[config.mk]
export PLATFORM = sky130hd
export DESIGN_NAME = pc_step_seq
export DESIGN_NICKNAME = d
export VERILOG_FILES = /design/src/rtl/pcs_pkg.sv /design/src/rtl/pcs_loop_ctl.sv /design/src/rtl/pcs_next_pc.sv /design/src/rtl/pcs_brk_trap.sv /design/src/rtl/pc_step_seq.sv
export SDC_FILE = /design/constraint.sdc
export NUM_CORES = 1
export LEC_CHECK = 0
export CAP_MARGIN = 15
export CORE_MARGIN = 5
export CORE_UTILIZATION = 46
export CTS_BUF_LIST = sky130_fd_sc_hd__clkbuf_16
export DETAILED_ROUTE_END_ITERATION = 8
export GPL_TIMING_DRIVEN = 1
export HOLD_SLACK_MARGIN = 0.08
export PLACE_DENSITY_LB_ADDON = 0.15
export SYNTH_ARGS = -nofsm -noshare
export SYNTH_HDL_FRONTEND = slang
export SYNTH_SLANG_ARGS = --single-unit
export TNS_END_PERCENT = 20
[constraint.sdc]
create_clock -name clk -period 3.2 [get_ports clk]
set_input_delay 0.96 -clock clk [delete_from_list [all_inputs] [get_ports clk]]
set_output_delay 0.96 -clock clk [all_outputs]
set_load 0.005 [all_outputs]
[src/rtl/pcs_pkg.sv]
package pcs_pkg;
  typedef enum logic [1:0] {
    NXT_INC  = 2'd0,
    NXT_TGT  = 2'd1,
    NXT_LOOP = 2'd2
  } nxt_sel_e;
endpackage

[src/rtl/pcs_loop_ctl.sv]
module pcs_loop_ctl #(
  parameter int AW = 16,
  parameter int CW = 16
) (
  input  logic          clk,
  input  logic          rst,
  input  logic          retire_i,
  input  logic          pc_wr_i,
  input  logic [AW-1:0] pc_i,
  input  logic          set_i,
  input  logic [AW-1:0] start_i,
  input  logic [AW-1:0] end_i,
  input  logic [CW-1:0] cnt_i,
  output logic [AW-1:0] start_o,
  output logic [CW-1:0] cnt_o,
  output logic          act_o,
  output logic          at_end_o,
  output logic          last_o
);
  logic [AW-1:0] start_q, end_q;
  logic [CW-1:0] cnt_q, cnt_dec;
  logic          act_q;

  always_comb begin
    cnt_dec  = cnt_q - 1'b1;
    at_end_o = act_q && !pc_wr_i && (pc_i == end_q);
    last_o   = at_end_o && (cnt_dec == '0);
  end

  always_ff @(posedge clk) begin
    if (rst) begin
      start_q <= '0;
      end_q   <= '0;
      cnt_q   <= '0;
      act_q   <= 1'b0;
    end else if (set_i) begin
      start_q <= start_i;
      end_q   <= end_i;
      cnt_q   <= cnt_i;
      act_q   <= (cnt_i != '0);
    end else if (retire_i && at_end_o) begin
      cnt_q <= cnt_dec;
      if (last_o) act_q <= 1'b0;
    end
  end

  assign start_o = start_q;
  assign cnt_o   = cnt_q;
  assign act_o   = act_q;

  assert_decrement_R3: assert property (@(posedge clk) disable iff (rst)
    (retire_i && at_end_o && !set_i) |=> (cnt_q == $past(cnt_q) - 1'b1));

  assert_loop_off_R4: assert property (@(posedge clk) disable iff (rst)
    (retire_i && last_o && !set_i) |=> !act_q);

  assert_setup_wins_R6: assert property (@(posedge clk) disable iff (rst)
    set_i |=> (cnt_q == $past(cnt_i)) && (act_q == ($past(cnt_i) != '0)));
endmodule

[src/rtl/pcs_next_pc.sv]
module pcs_next_pc
  import pcs_pkg::*;
#(
  parameter int AW = 16
) (
  input  logic [AW-1:0] pc_i,
  input  logic          pc_wr_i,
  input  logic [AW-1:0] tgt_i,
  input  logic          at_end_i,
  input  logic          last_i,
  input  logic [AW-1:0] start_i,
  output nxt_sel_e      sel_o,
  output logic [AW-1:0] nxt_o
);
  always_comb begin
    if (pc_wr_i)                 sel_o = NXT_TGT;
    else if (at_end_i && !last_i) sel_o = NXT_LOOP;
    else                         sel_o = NXT_INC;
    unique case (sel_o)
      NXT_TGT:  nxt_o = tgt_i;
      NXT_LOOP: nxt_o = start_i;
      default:  nxt_o = pc_i + 1'b1;
    endcase
  end
endmodule

[src/rtl/pcs_brk_trap.sv]
module pcs_brk_trap #(
  parameter int AW     = 16,
  parameter int SW     = 16,
  parameter int SM_BIT = 15
) (
  input  logic          clk,
  input  logic          rst,
  input  logic          retire_i,
  input  logic          dbg_en_i,
  input  logic [AW-1:0] pc_i,
  input  logic [AW-1:0] brk_addr_i,
  input  logic [AW-1:0] nxt_i,
  input  logic [SW-1:0] psw_i,
  output logic          hit_o,
  output logic [AW-1:0] brk_pc_o,
  output logic [SW-1:0] brk_psw_o,
  output logic [SW-1:0] psw_new_o,
  output logic          trap_o
);
  localparam logic [SW-1:0] SM_MASK = SW'(1) << SM_BIT;

  assign hit_o = dbg_en_i && (pc_i == brk_addr_i);

  always_ff @(posedge clk) begin
    if (rst) begin
      brk_pc_o  <= '0;
      brk_psw_o <= '0;
      psw_new_o <= '0;
      trap_o    <= 1'b0;
    end else begin
      trap_o <= retire_i && hit_o;
      if (retire_i && hit_o) begin
        brk_pc_o  <= nxt_i;
        brk_psw_o <= psw_i;
        psw_new_o <= psw_i & SM_MASK;
      end
    end
  end

  assert_no_trap_when_off_R7: assert property (@(posedge clk) disable iff (rst)
    (retire_i && !dbg_en_i) |=> !trap_o);

  assert_status_saved_R8: assert property (@(posedge clk) disable iff (rst)
    (retire_i && hit_o) |=> trap_o && (brk_psw_o == $past(psw_i)) &&
                            ((psw_new_o & ~SM_MASK) == '0));
endmodule

[src/rtl/pc_step_seq.sv]
module pc_step_seq #(
  parameter int                AW       = 16,
  parameter int                CW       = 16,
  parameter int                SW       = 16,
  parameter int                SM_BIT   = 15,
  parameter logic [AW-1:0]     RESET_PC = 16'hFFC0,
  parameter logic [AW-1:0]     DBG_VEC  = 16'h3FF0
) (
  input  logic          clk,
  input  logic          rst,
  input  logic          retire_i,
  input  logic          pc_wr_i,
  input  logic [AW-1:0] pc_tgt_i,
  input  logic          lp_set_i,
  input  logic [AW-1:0] lp_start_i,
  input  logic [AW-1:0] lp_end_i,
  input  logic [CW-1:0] lp_cnt_i,
  input  logic          dbg_en_i,
  input  logic [AW-1:0] brk_addr_i,
  input  logic [SW-1:0] psw_i,
  output logic [AW-1:0] pc_o,
  output logic [CW-1:0] lp_cnt_o,
  output logic          lp_act_o,
  output logic [AW-1:0] brk_pc_o,
  output logic [SW-1:0] brk_psw_o,
  output logic [SW-1:0] psw_new_o,
  output logic          trap_o
);
  import pcs_pkg::*;

  logic [AW-1:0] pc_q, nxt, lp_start;
  logic          at_end, last, hit;
  nxt_sel_e      sel;

  pcs_loop_ctl #(.AW(AW), .CW(CW)) u_loop (
    .clk(clk), .rst(rst), .retire_i(retire_i), .pc_wr_i(pc_wr_i), .pc_i(pc_q),
    .set_i(lp_set_i), .start_i(lp_start_i), .end_i(lp_end_i), .cnt_i(lp_cnt_i),
    .start_o(lp_start), .cnt_o(lp_cnt_o), .act_o(lp_act_o),
    .at_end_o(at_end), .last_o(last)
  );

  pcs_next_pc #(.AW(AW)) u_nxt (
    .pc_i(pc_q), .pc_wr_i(pc_wr_i), .tgt_i(pc_tgt_i), .at_end_i(at_end),
    .last_i(last), .start_i(lp_start), .sel_o(sel), .nxt_o(nxt)
  );

  pcs_brk_trap #(.AW(AW), .SW(SW), .SM_BIT(SM_BIT)) u_brk (
    .clk(clk), .rst(rst), .retire_i(retire_i), .dbg_en_i(dbg_en_i), .pc_i(pc_q),
    .brk_addr_i(brk_addr_i), .nxt_i(nxt), .psw_i(psw_i), .hit_o(hit),
    .brk_pc_o(brk_pc_o), .brk_psw_o(brk_psw_o), .psw_new_o(psw_new_o),
    .trap_o(trap_o)
  );

  always_ff @(posedge clk) begin
    if (rst)           pc_q <= RESET_PC;
    else if (retire_i) pc_q <= hit ? DBG_VEC : nxt;
  end

  assign pc_o = pc_q;

  assert_step_R2: assert property (@(posedge clk) disable iff (rst)
    (retire_i && !pc_wr_i && !at_end && !hit) |=> (pc_q == $past(pc_q) + 1'b1));

  assert_branch_R5: assert property (@(posedge clk) disable iff (rst)
    (retire_i && pc_wr_i && !hit && !lp_set_i) |=>
      (pc_q == $past(pc_tgt_i)) && $stable(lp_cnt_o) && $stable(lp_act_o));

  assert_vector_R8: assert property (@(posedge clk) disable iff (rst)
    (retire_i && hit) |=> (pc_q == DBG_VEC) && (brk_pc_o == $past(nxt)));

  assert_idle_R9: assert property (@(posedge clk) disable iff (rst)
    (!retire_i && !lp_set_i) |=> $stable(pc_q) && $stable(lp_cnt_o) && $stable(lp_act_o));
endmodule

**After elaboration in Yosys (flattened, before gate mapping)**

Cells that the tools add are included.

- Multiplexer cells: 9
- Add/sub/neg operators: 2
- $mul: 0
- Eq/ne operators: 4
- Shift-type cells: 0
- $lt $le $gt $ge: 0
- Reductions and logical operators: 14
- Bitwise operators: 0
- Div/mod/pow operators: 0

Operators by type and width:

| operator | number |
|---|---|
| 16-bit 2-to-1 mux | 3 |
| 16-bit equality test | 2 |
| 16-bit case mux with 2 select lines | 1 |
| 16-bit by 1-bit adder with 16-bit output (second input constant) | 1 |
| 16-bit zero test | 1 |
| 16-bit nonzero test | 1 |
| 16-bit by 1-bit subtractor with 16-bit output (second input constant) | 1 |
| 1-bit logical AND | 7 |
| 2-bit 2-to-1 mux | 2 |
| 2-bit nonzero test | 2 |
| 1-bit 2-to-1 mux | 3 |
| 2-bit by 1-bit equality test with 1-bit output (second input constant) | 1 |
| 2-bit equality test (second input constant) | 1 |
| 1-bit zero test | 2 |
| 2-bit AND reduction | 1 |

- Output and inout bits: 82
- Register bits after elaboration: 99
- Latch bits: 0
- ROM bits: 0
- Memories kept: 0
- RAM bits: 0
- Word-level logic and storage cells: 38
- Input port bits: 102

**Logic depth before layout (Yosys ltp)**

- Depth after elaboration: 11
- Mapped depth: 11
- Depth with buffers taken out: 9

**By module**

A second synthesis with hierarchy kept.

- Cell total of the unflattened synthesis: 699
- Area total of the unflattened synthesis: 5,739.3 um^2

Modules (own cells, without submodules):

| module | instances | area each (um^2) | cells an instance | seq. area each (um^2) |
|---|---|---|---|---|
| pcs_loop_ctl | 1 | 2,849.0 | 329 | 980.9 |
| pcs_brk_trap | 1 | 1,587.8 | 192 | 660.6 |
| pcs_next_pc | 1 | 670.6 | 110 | 0.0 |
| pc_step_seq | 1 | 631.9 | 68 | 320.3 |

**Worst setup path after synthesis**

No wires, ideal clock.

- Path kind: input to register
- From: input brk_addr_i[13]
- To: register u_brk.brk_psw_o[7]
- Arrival time: 2,682 ps
- Setup slack: 390 ps
- Path buffers: 2
- Stages on the path: 9
- Data required time: 3,072 ps
- Setup time: 128 ps
- Path through: xor2_1 > nor4_1 > nand2_1 > or4_1 > nor2_1 > buf_6 > buf_4 > mux2i_1 > nor2_1

- Longest elaborated chain between the ends: 3

RTL lines:

| element | RTL line | RTL |
|---|---|---|
| start, declared | pc_step_seq.sv:19 | `input logic [AW-1:0] brk_addr_i,` |
| 16-bit equality test | pcs_brk_trap.sv:22 | `assign hit_o = dbg_en_i && (pc_i == brk_addr_i);` |
| 1-bit logical AND | pcs_brk_trap.sv:22 |  |
| 1-bit logical AND | pcs_brk_trap.sv:32 | `if (retire_i && hit_o) begin` |
| end signal, assigned | pcs_brk_trap.sv:34 | `brk_psw_o <= psw_i;` |
| end, declared | pcs_brk_trap.sv:16 | `output logic [SW-1:0] brk_psw_o,` |

Every way passes these cells.
A chain may end at the register's enable or synchronous reset.

**Worst setup path after layout**

- From: input brk_addr_i[13]
- To: register u_brk.brk_psw_o[12]

The elaborated chain is that of the path after synthesis.

==> summary.md <==
| Metric | Value |
|---|---|
| Yosys cell types | `58` |
| Die area | `13,500 µm²` |
| Register area share after synthesis | `0.379` |
| Post-CTS setup buffer count | `0` |
| Pleak | `around 2.6 nW` |
| Rows | `38` |
| Drt pass-1 iters | `4` |
| Final hold vios | `0` |
| Critical Path AT | `between 3 and 4 ns` |
| CP max FO | `30` |
| Worst hold start | `u_brk.brk_psw_o[4]$_SDFFE_PP0P_` |
| Worst setup margin | `0.180 ns` |
| Area Overhead vs Synth | `36.8%` |
| Min Tclk post-route | `slightly above 3 ns` |
| Hold_buf cts | `0` |
| CP max stage cell | `or4_1` |
| Port bufs | `168` |
| Post-synth EDFFs | `0` |
| CTS tree | `done` |
| Hold slack final | `~0.50 ns` |
| Dpl cell area | `6810 µm²` |
| Root buffer cell | `clkbuf_16` |
| Setup violators final | `0` |
| CTS sink cnt | `between 90 and 100` |
| Max-Cap Viols | `0` |
| Netlist Area Pre-Place | `a little over 5000 µm²` |
| Worst R2R Path Depth | `9` |
| First-pass GRT wire length | `about 23 mm` |
| Critical path class | `in -> reg` |
| FF-to-FF Start | `u_loop.cnt_o[1]$_SDFFE_PP0P_` |
| CP required | `about 3.4 ns` |
| Slew HR | `0.531` |
| Top_reg_cell synth | `dfxtp_1` |
| Unrepaired setup endpoints after global routing | `no` |
| Initial drt markers | `around 260` |
| TritonCTS buffer count | `9` |
| Worst-margin pin slew | `between 0.7 and 0.8 ns` |
| FILL cells | `between 900 and 1,000` |
| Synthesis warning total | `0` |
| Detailed-route wire length | `14.9 mm` |
| DRC viols | `0` |
| Crit end category | `register` |
| Cells along the critical path | `clkdlybuf4s50_1 > xor2_1 > nor4_2 > nand2_1 > or4_1 > nor2_4 > buf_12 > mux2i_1 > nor2_1` |
| Final core occ | `0.648` |
| Share of cells above drive strength 1 | `0.100` |
| Initial Util | `0.474` |
| Post-route clock period utilization | `0.944` |
| Final Max Slew Viols | `0` |
| R2R setup slack | `about 0.38 ns` |
| Clock latency on the worst-skew pair | `around 0.33 ns` |
| # diodes | `0` |
| Ports | `about 180` |
| Largest net degree at the start of global routing | `38` |
| Startpoint types | `input pin` |
| Power Total | `roughly 2.8 mW` |
| Hold EP | `u_brk.brk_psw_o[4]$_SDFFE_PP0P_` |
| Grt ovf | `0` |
| Commonest non-fill, non-tap cell in the layout | `clkdlybuf4s50_1` |
| Clock Path Buffers | `2` |
| Dpl ws | `-0.224 ns` |
| Cells after synthesis | `roughly 560` |
| Post-synthesis register bit count | `between 90 and 100` |
| Vias in the first global route | `4,629` |
| Clk_skew | `a little over 0.01 ns` |
| Chip Height | `116 µm` |
| CP max stage delay | `0.58 ns` |
| Status | `completed` |
| Placer Congestion | `roughly 0.87` |
| Clock-pin slew of the registers on the worst-case setup and hold paths | `about 0.070 ns` |
| Die width | `around 120 µm` |
| Total core area | `10,900 µm²` |
| RR Endpoint | `u_brk.brk_pc_o[7]$_SDFFE_PP0P_` |
| Fmax | `approximately 330 MHz` |
| Final net count | `around 820` |
| Overall Global Routing Usage | `0.217` |
| Routed Antenna Nets | `0` |
| Initial antenna violation count | `0` |
| Power Dens Cells | `roughly 400 nW/µm²` |
| DR vias | `around 4,600` |
| Syn avg cell area | `slightly above 9 µm²` |
| Via density | `5.33` |
| Design area | `~7000 µm²` |
| Post-DP HPWL | `around 11 mm` |
| Worst Hold Class | `reg -> reg` |
| WL/cell | `~17 µm` |
| Commonest non-fill, non-tap cells in the layout | `clkdlybuf4s50_1 (166), nor2_1 (103), dfxtp_1 (98)` |
| H-tree depth | `3` |
| Async SR Flop Fraction | `0` |
| Hold depth | `2` |
| Peak VDD IR | `around 0.30 mV` |
## registers in the layout, summed over array words and instances, names as in the netlist
register         cells
u_loop.cnt_o        16
u_brk.trap_o         1
u_loop.end_q        16
u_loop.act_o         1
u_loop.start_o      16
pc_o                16
u_brk.brk_pc_o      16
u_brk.brk_psw_o     16
## layout make-up
| class | count | area, µm² | area share |
|---|---|---|---|
| clock buffers | 9 | 225 | 0.0318 |
| clock inverters | 7 | 47.5 | 0.00671 |
| inverters | 7 | 26.3 | 0.00371 |
| multi-input cells | 412 | 2830 | 0.400 |
| flip-flops and latches | 98 | 1960 | 0.277 |
| well taps | 140 | 175 | 0.0247 |
| repair buffers | 184 | 1820 | 0.256 |
## Yosys cell counts (all sizes together), types with 5 or more instances
master	number	area, µm²
a21oi	20	123
a211oi	30	245
dfxtp	98	1960
a22o	8	78.8
or3	5	32.5
a221oi	8	95.1
xnor2	30	263
nand4	7	43.8
buf	37	278
nor2	105	410
o21ai	9	45.0
nand3	12	60.1
inv	7	26.3
mux2i	49	490
and3	5	31.3
nor4	17	128
nand2	17	63.8
nor3	19	146
xor2	31	272
clkbuf	22	126
## through the flow
stage / instances / setup TNS (ns)
final: 857 / 0
after global routing: 857 / 0
after CTS: 857 / 0
after detailed placement: 841 / -5.32
after global placement: 841 / -4.67
after floorplan: 578 / 0
## power by group
part	switching, mW	total [mW]	leakage [nW]	internal (mW)
clock	0.472	0.998	0.131	0.526
combinational	0.210	0.491	1.65	0.281
sequential	0.0785	1.35	0.803	1.27
## routing by layer
layer  track usage  up-vias  share of wire
li1              -     2248              -
met1         0.279     2112           0.42
met2         0.360      191           0.47
met3        0.0648       14           0.10
met4        0.0541        0          0.012
met5             0        -              0
## kinds of logic after synthesis
| kind of cell | Yosys count | synth area share |
|---|---|---|
| simple gates | 197 | 0.192 |
| flops | 98 | 0.379 |
| compound gates | 87 | 0.136 |
| buf+inv | 68 | 0.0874 |
| xor+xnor | 61 | 0.103 |
| mux | 49 | 0.0947 |
| fa+ha+maj | 3 | 0.00725 |
| other cells | 1 | 0.000724 |
## worst max path at each step
stage / startpoint / end / slack (ns)
detailed placement: brk_addr_i[0] / u_brk.brk_psw_o[9]$_SDFFE_PP0P_ / -0.22
floorplan: brk_addr_i[13] / u_brk.brk_psw_o[7]$_SDFFE_PP0P_ / 0.39
global route: brk_addr_i[13] / u_brk.brk_psw_o[9]$_SDFFE_PP0P_ / 0.02
finish: brk_addr_i[13] / u_brk.brk_psw_o[12]$_SDFFE_PP0P_ / 0.18
global placement: brk_addr_i[0] / u_brk.brk_psw_o[14]$_SDFFE_PP0P_ / -0.18
CTS: brk_addr_i[0] / u_brk.brk_psw_o[9]$_SDFFE_PP0P_ / 0.12
## repair_timing
action | CTS | global route
endpoints found under the setup margin | 0 | 1
gates resized for setup | 0 | 1
hold endpoints to repair | 0 | 0
## critical path, delay by kind of cell
family                    cells  cell delay, ns
xor gates and xnor gates      1            0.16
buffers and inverters         2            0.62
muxes                         1            0.23
and+or+nand+nor               5            1.23
Note: power is estimated with default switching activity, not from simulation.
